==> config.mk <==
export PLATFORM = sky130hd
export DESIGN_NAME = refmode_ctl_sampler
export DESIGN_NICKNAME = d
export VERILOG_FILES = /design/src/rtl/refmode_pkg.sv /design/src/rtl/cdc_sync_bits.sv /design/src/rtl/low_width_qual.sv /design/src/rtl/frame_sampler.sv /design/src/rtl/refmode_ctl_sampler.sv
export SDC_FILE = /design/constraint.sdc
export NUM_CORES = 1
export LEC_CHECK = 0
export BUFFER_PORTS_ARGS = -buffer_cell sky130_fd_sc_hd__buf_4
export CORE_MARGIN = 2
export CORE_UTILIZATION = 54
export DETAILED_ROUTE_END_ITERATION = 8
export PLACE_DENSITY_LB_ADDON = 0.08
export SYNTH_ARGS = -nofsm -noshare
export SYNTH_HDL_FRONTEND = slang
export SYNTH_SLANG_ARGS = --single-unit
==> constraint.sdc <==
create_clock -name clk -period 1.4 [get_ports clk]
set_input_delay 0.28 -clock clk [delete_from_list [all_inputs] [get_ports clk]]
set_output_delay 0.28 -clock clk [all_outputs]
set_load 0.05 [all_outputs]
==> src/rtl/refmode_pkg.sv <==
// Package: shared mode encoding for the reference and mode control sampler.
// Assumes the two-bit code from the pins; the unused code maps to Freerun.
package refmode_pkg;

    typedef enum logic [1:0] {
        MODE_NORMAL   = 2'b00,
        MODE_HOLDOVER = 2'b01,
        MODE_FREERUN  = 2'b10
    } op_mode_e;

    // Map a raw pin code to an operating mode.
    function automatic op_mode_e decode_mode(input logic [1:0] code);
        case (code)
            2'b00:   return MODE_NORMAL;
            2'b01:   return MODE_HOLDOVER;
            default: return MODE_FREERUN;
        endcase
    endfunction

endpackage

==> src/rtl/cdc_sync_bits.sv <==
// Module: multi-stage synchronizer for a bundle of independent level signals.
// Assumes every bit is a slow level; no bus coherency is provided.
// STAGES must be at least 2.
module cdc_sync_bits #(
    parameter int          W       = 1,
    parameter int          STAGES  = 2,
    parameter logic [W-1:0] RST_VAL = '0
) (
    input  logic         clk,
    input  logic         rst_n,
    input  logic [W-1:0] d,
    output logic [W-1:0] q
);

    logic [W-1:0] stg [STAGES];

    // First stage captures the asynchronous input.
    always_ff @(posedge clk) begin
        if (!rst_n) stg[0] <= RST_VAL;
        else        stg[0] <= d;
    end

    genvar i;
    generate
        for (i = 1; i < STAGES; i++) begin : g_stage
            // Each further stage re-registers the previous one.
            always_ff @(posedge clk) begin
                if (!rst_n) stg[i] <= RST_VAL;
                else        stg[i] <= stg[i-1];
            end
        end
    endgenerate

    assign q = stg[STAGES-1];

endmodule

==> src/rtl/low_width_qual.sv <==
// Module: qualifies an active-low level that must stay low for MIN_CYC edges.
// Assumes low_n is already synchronous to clk. qual is high from the edge at
// which the count reaches MIN_CYC until the input returns high; pulse is high
// for exactly one cycle per qualified low.
module low_width_qual #(
    parameter int MIN_CYC = 60
) (
    input  logic clk,
    input  logic rst_n,
    input  logic low_n,
    output logic qual,
    output logic pulse
);

    localparam int CNT_W = $clog2(MIN_CYC + 1);
    localparam logic [CNT_W-1:0] LIM   = CNT_W'(MIN_CYC);
    localparam logic [CNT_W-1:0] LIM_M = CNT_W'(MIN_CYC - 1);

    logic [CNT_W-1:0] cnt;
    logic             pulse_q;

    // Count consecutive low cycles, saturating at the limit.
    always_ff @(posedge clk) begin
        if (!rst_n || low_n) begin
            cnt     <= '0;
            pulse_q <= 1'b0;
        end else begin
            if (cnt != LIM) cnt <= cnt + 1'b1;
            pulse_q <= (cnt == LIM_M);
        end
    end

    assign qual  = (cnt == LIM);
    assign pulse = pulse_q;

endmodule

==> src/rtl/frame_sampler.sv <==
// Module: loads the synchronized control levels on each rising frame edge and
// decodes the mode into one-hot indicators. Assumes frame_pulse is
// synchronous to clk. clr (qualified device reset) has priority over loading.
module frame_sampler
    import refmode_pkg::*;
(
    input  logic       clk,
    input  logic       rst_n,
    input  logic       clr,
    input  logic       frame_pulse,
    input  logic       ref_s,
    input  logic [1:0] mode_s,
    input  logic       tie_s,
    output logic       ref_q,
    output logic       tie_q,
    output logic [2:0] ind
);

    logic     fp_d;
    logic     fp_rise;
    op_mode_e mode_q;

    assign fp_rise = frame_pulse && !fp_d;

    // Remember the previous frame level for edge detection.
    always_ff @(posedge clk) begin
        if (!rst_n) fp_d <= 1'b0;
        else        fp_d <= frame_pulse;
    end

    // Load the controls on a rising frame edge; clear to defaults on clr.
    always_ff @(posedge clk) begin
        if (!rst_n || clr) begin
            ref_q  <= 1'b0;
            tie_q  <= 1'b0;
            mode_q <= MODE_FREERUN;
        end else if (fp_rise) begin
            ref_q  <= ref_s;
            tie_q  <= tie_s;
            mode_q <= decode_mode(mode_s);
        end
    end

    // One-hot indicators: ind[2]=Normal, ind[1]=Holdover, ind[0]=Freerun.
    always_comb begin
        case (mode_q)
            MODE_NORMAL:   ind = 3'b100;
            MODE_HOLDOVER: ind = 3'b010;
            default:       ind = 3'b001;
        endcase
    end

endmodule

==> src/rtl/refmode_ctl_sampler.sv <==
// Module: top of the reference and mode control sampler. It synchronizes the
// asynchronous pins, qualifies the two active-low reset pins by width, and
// samples the controls on frame edges. Assumes clk has period CLK_PERIOD_PS
// and frame_pulse is generated in the clk domain.
module refmode_ctl_sampler #(
    parameter int CLK_PERIOD_PS = 5000,
    parameter int MIN_LOW_PS    = 300000,
    parameter int SYNC_STAGES   = 2
) (
    input  logic       clk,
    input  logic       rst_n,
    input  logic       frame_pulse,
    input  logic       ref_sel_in,
    input  logic [1:0] mode_sel_in,
    input  logic       tie_en_in,
    input  logic       dev_rst_n_in,
    input  logic       tie_rst_n_in,
    output logic       ref_mux_sel,
    output logic       tie_enable,
    output logic       ind_normal,
    output logic       ind_holdover,
    output logic       ind_freerun,
    output logic       dev_rst_active,
    output logic       tie_clr_pulse
);

    localparam int MIN_LOW_CYC = (MIN_LOW_PS + CLK_PERIOD_PS - 1) / CLK_PERIOD_PS;

    logic       s_ref;
    logic [1:0] s_mode;
    logic       s_tie;
    logic       s_dev_n;
    logic       s_tie_n;
    logic       dev_pulse_unused;
    logic       tie_qual_unused;
    logic [2:0] ind;

    cdc_sync_bits #(.W(4), .STAGES(SYNC_STAGES), .RST_VAL(4'b0000)) u_ctl_sync (
        .clk   (clk),
        .rst_n (rst_n),
        .d     ({ref_sel_in, mode_sel_in, tie_en_in}),
        .q     ({s_ref, s_mode, s_tie})
    );

    cdc_sync_bits #(.W(2), .STAGES(SYNC_STAGES), .RST_VAL(2'b11)) u_rst_sync (
        .clk   (clk),
        .rst_n (rst_n),
        .d     ({dev_rst_n_in, tie_rst_n_in}),
        .q     ({s_dev_n, s_tie_n})
    );

    low_width_qual #(.MIN_CYC(MIN_LOW_CYC)) u_dev_qual (
        .clk   (clk),
        .rst_n (rst_n),
        .low_n (s_dev_n),
        .qual  (dev_rst_active),
        .pulse (dev_pulse_unused)
    );

    low_width_qual #(.MIN_CYC(MIN_LOW_CYC)) u_tie_qual (
        .clk   (clk),
        .rst_n (rst_n),
        .low_n (s_tie_n),
        .qual  (tie_qual_unused),
        .pulse (tie_clr_pulse)
    );

    frame_sampler u_sampler (
        .clk         (clk),
        .rst_n       (rst_n),
        .clr         (dev_rst_active),
        .frame_pulse (frame_pulse),
        .ref_s       (s_ref),
        .mode_s      (s_mode),
        .tie_s       (s_tie),
        .ref_q       (ref_mux_sel),
        .tie_q       (tie_enable),
        .ind         (ind)
    );

    assign ind_normal   = ind[2];
    assign ind_holdover = ind[1];
    assign ind_freerun  = ind[0];

endmodule

# Word-level counts from Yosys, hierarchy flattened
# Memory sizes are Yosys's and may differ from the RTL's.
# Index checks and enable logic that the tools add are counted.
[op_classes]
add_sub_neg = 2
eq_ne = 6
mux = 8
n_bitwise = 4
n_reduce_logical = 8
[op_table]
columns = ["op", "count"]
rows = [
  ["6-bit by 1-bit adder with 6-bit output, second input constant", 2],
  ["6-bit == test, second input constant", 2],
  ["6-bit != test, second input constant", 2],
  ["4-bit 2-to-1 mux", 2],
  ["3-bit case mux with 2 select lines", 1],
  ["2-bit by 1-bit == test with 1-bit output, second input constant", 2],
  ["2-bit logical NOT", 2],
  ["2-bit 2-to-1 mux", 2],
  ["1-bit OR", 4],
  ["2-bit case mux with 2 select lines", 1],
  ["1-bit logical OR", 3],
  ["1-bit logical NOT", 2],
  ["1-bit 2-to-1 mux", 2],
  ["1-bit logical AND", 1],
]
[totals]
reg_bits = 18
ram_bits = 12
input_bits = 9
out_inout_bits = 7
memories = 2
[mem_list]
columns = ["memory", "words", "width", "read_ports", "rd_clocked_by_memory_dff", "write_ports", "line", "source"]
rows = [
  ["u_ctl_sync.stg", 2, 4, 2, 0, 2, "cdc_sync_bits.sv:15", "logic [W-1:0] stg [STAGES];"],
  ["u_rst_sync.stg", 2, 2, 2, 0, 2, "cdc_sync_bits.sv:15", ""],
]

# Longest topological paths before layout
[depth]
depth_word = 2
ltp_mapped = 5
depth_no_buf = 5

# Hierarchy
# Synthesis repeated with hierarchy kept, for this count alone.
[hier_totals]
hier_cells = 123
hier_area_um2 = 1231.2
[modules_own_cells]
columns = ["mod", "instances", "cells_per_inst", "area_each_um2", "seq_area_each_um2"]
rows = [
  ["low_width_qual", 2, 39, 349.1, 140.1],
  ["frame_sampler", 1, 21, 217.7, 100.1],
  ["cdc_sync_bits (u_ctl_sync)", 1, 16, 210.2, 160.2],
  ["cdc_sync_bits (u_rst_sync)", 1, 8, 105.1, 80.1],
]

# Least setup slack after synthesis
# Ideal clock, no wire load.
[synth_path]
kind = "reg-to-output"
startpoint = "reg u_dev_qual.cnt[0]"
endpoint = "out dev_rst_active"
arrival_time_ns = 1.172
t_required_ns = 1.120
path_slack_ns = -0.052
stages_incl_launch_ff = 6
path_buffers = 0
path_cell_list = "dfxtp_1 inv_1 ha_1 and2_1 nand2_1 inv_1"
[synth_between]
elab_chain_cells = 1
[synth_lines]
columns = ["item", "line", "source"]
rows = [
  ["start, declared", "low_width_qual.sv:19", "logic [CNT_W-1:0] cnt;"],
  ["start signal, assigned", "low_width_qual.sv:28", "if (cnt != LIM) cnt <= cnt + 1'b1;"],
  ["6-bit == test", "low_width_qual.sv:33", "assign qual = (cnt == LIM);"],
  ["end, declared", "refmode_ctl_sampler.sv:23", "output logic dev_rst_active,"],
]
# Every way passes these cells.

# Final worst setup path
# Same ends and word-level chain as after synthesis.

==> results.py <==
metrics = {
    "clock_tree": {
        "cts_root_buffer": "clkbuf_4",
        "clock_latency_ps": 320,
        "cts_tree": "built",
        "cts_made_buffers": 5,
        "hold_buffers": 0,
        "numClockSinks": 30,
        "clk_pin_slew_worst_paths_ps": 100,
        "clock_path_buffers": 2,
        "cts_max_level": 2,
    },
    "placed_design": {
        "portBuffers": 15,
        "dp.cells": 166,
        "routabilityCongestion": 0.806,
        "post-dp-hpwl_um": 1450,
    },
    "yosys": {
        "syn_avg_cell_area_um2": 9.60,
        "synth.lib_cells_used.distinct": 24,
        "synth_edf_count": 0,
        "synth_top_area_cell": "dfxtp_1",
        "async_reset_ff_frac": 0,
        "yosysMostFrequentCell": "dfxtp_1",
        "synth_top_area_share": 0.526,
        "synth_area_mm2": 0.00114,
        "synth_area_leaders": "dfxtp_1 53%, and2_1 6.0%, nand3_1 4.8%, ha_1 4.4%, a21oi_1 3.5%",
        "ys_seq_area_frac": 0.526,
        "synthTopCellsByCount": "30 x dfxtp_1, 11 x and2_1, 11 x nand3_1, 8 x a21oi_1",
        "synth_warnings": 0,
        "synth-seq-cells": 30,
        "synth_cells": 119,
        "syn-num-nets": 132,
        "synth-main-ff-cell": "dfxtp_1",
    },
    "setup_path": {
        "r2r_start": "u_tie_qual.cnt[0]",
        "cpLargestDelayFamily": "flip-flops",
        "critical_path_buf_inv_count": 3,
        "path_cells": "inv_2 -> ha_4 -> and2_4 -> nand2_4 -> clkinvlp_4 -> buf_8",
        "crit_start": "u_dev_qual.cnt[0]",
        "critPathLaunchType": "flip-flop",
        "critPathArrivalTime_ps": 1320,
        "endpoint_kind": "primary output",
        "cp.required_ps": 1120,
        "crit_type": "flip-flop to primary output",
        "cpPeakStageDelay_ps": 340,
        "crit_path_top_delay_cell": "dfxtp_2",
        "crit_path_max_fanout": 2,
    },
    "global_routing": {
        "antenna_found_initial": 0,
        "overflow": 0,
        "grt_max_degree": 18,
        "grt_first_pass_wirelength_um": 3710,
        "grt_pass1_vias": 880,
        "grt_usage": 0.201,
    },
    "flow_run": {
        "cap_violations": 0,
    },
    "min_path": {
        "worstHoldStart": "tie_rst_n_in",
        "hold_path_class": "input port to flip-flop",
    },
    "sta": {
        "grt_setup_unrepaired": "true",
        "relSlewSlack": 0.803,
        "clock-skew-final_ps": 7.38,
        "fin_crit_sh": 1.14,
        "finalSetupViolations": 1,
        "post-route-min-period_ps": 1600,
        "worstMarginPinSlew_ps": 291,
        "timing.fmax_mhz": 624,
        "holdWs_ps": 136,
        "report.final.slew_viol_count": 0,
        "final_hold_viol_count": 0,
        "layout_setup_ws_ps": -202,
    },
    "floorplan": {
        "start_util": 0.576,
        "row_count": 16,
        "boundaryPins": 16,
        "core-area_mm2": 0.00198,
        "design.die.area_mm2": 0.00250,
        "fp.dieH_um": 50.0,
        "die_w_um": 50.0,
    },
    "routing": {
        "ant_nets": 0,
        "top_layer": "met4",
        "drc_errors": 0,
        "drt-total-wl_um": 2060,
        "wire_per_inst_um": 11.4,
        "first_pass_iters": 4,
        "wl_met3_um": 93,
        "via_per_inst": 5.19,
        "drt-met1-wl_um": 946,
        "wl_met2_um": 996,
        "drt_iter0_markers": 9,
        "routed-via-count": 934,
    },
    "layout": {
        "antenna_cells": 0,
        "instances_no_fill": 180,
        "nFillCells": 137,
        "drive_above_1_share": 0.301,
        "nets": 165,
        "area_growth_pct": 29.5,
    },
    "power": {
        "p_leak_nw": 0.611,
        "finalPower_mw": 1.52,
        "vdd_drop_max_v": 0.000904,
        "powerDensity_mw_per_mm2": 1030,
    },
    "outcome": {
        "outcome": "finished, violations left",
        "failed_checks": "negative setup slack",
    },
}
-- layout by cell type, fill, tap and decap left out, drive strengths merged --
cell type and count:
dfxtp 30, buf 29, nand3 11, and2 11
a21oi 8, clkbuf 7, nor2 6, nand2b 6
nor3 6, inv 5, mux2i 4, ha 4
nor2b 3, a211oi 3, o21ai 3, xor2 3
nand2 3, nor4 2, a31oi 2, and3 2
clkinvlp 1, a41oi 1, nor4b 1, xnor2 1
clkinv 1
-- layer usage --
layer,GRT usage,vias to the layer above
met2,0.322,15
met3,0.0939,2
li1,-,471
met1,0.239,446
met5,0,-
met4,0.0556,0
-- state kept, by name, summed over array words and instances (netlist names) --
name	flops
u_sampler.tie_q	1
u_ctl_sync.stg	8
u_sampler.fp_d	1
u_tie_qual.cnt	6
u_sampler.mode_q	2
u_rst_sync.stg	4
u_tie_qual.pulse	1
u_dev_qual.cnt	6
u_sampler.ref_q	1
-- what timing repair did --
| action | CTS | global route |
|---|---|---|
| buffers inserted | 3 | 3 |
| gates resized for setup | 7 | 1 |
| setup endpoints to repair | 1 | 2 |
| pin swaps | 2 | 1 |
-- cell type report --
cell class | count | area [µm²] | area share
sequential | 30 | 604 | 0.409
multi-input combinational | 80 | 529 | 0.358
timing repair buffer | 29 | 225 | 0.152
clock buffer | 7 | 55.1 | 0.0372
tap | 27 | 33.8 | 0.0228
inverter | 6 | 26.3 | 0.0178
clock inverter | 1 | 5.00 | 0.00338
-- cell families (layout without fill, tap and decap cells) --
group	Yosys count	count (layout)	share of synthesized area
multiplexers	4	4	0.0351
AO/OA/AOI/OAI	17	17	0.0865
XOR/XNOR	4	4	0.0307
buffers and inverters	9	43	0.0307
AND/OR/NAND/NOR	51	51	0.248
flip-flops	30	30	0.526
adder cells (fa/ha/maj)	4	4	0.0438
-- where the power goes --
part           total (mW)  switching (mW)  internal [mW]
Sequential          0.886         0.00907          0.876
Combinational       0.105          0.0539         0.0507
Clock               0.533           0.290          0.243
Total                1.52           0.353           1.17
-- metrics by stage --
step | util | setup TNS (ps) | cell area (µm²) | setup WS (ps)
after floorplan | - | 0 | 1150 | 0.695
final | 0.746 | -202 | 1480 | -202
after global routing | 0.746 | -268 | 1480 | -268
after detailed placement | 0.680 | 0 | 1350 | 5.49
after CTS | 0.734 | -213 | 1460 | -213
after global placement | 0.680 | 0 | 1350 | 40.4
-- final timing paths --
kind / to / slack (ps) / depth (start not counted)
worst max-delay path: dev_rst_active / -200 / 6
worst min-delay path: u_rst_sync.stg[0][0] / 140 / 2
worst max register to register: u_tie_qual.cnt[3] / 120 / 5
worst min register to register: u_rst_sync.stg[1][0] / 420 / 1
Power figures use the tool's default switching activity.
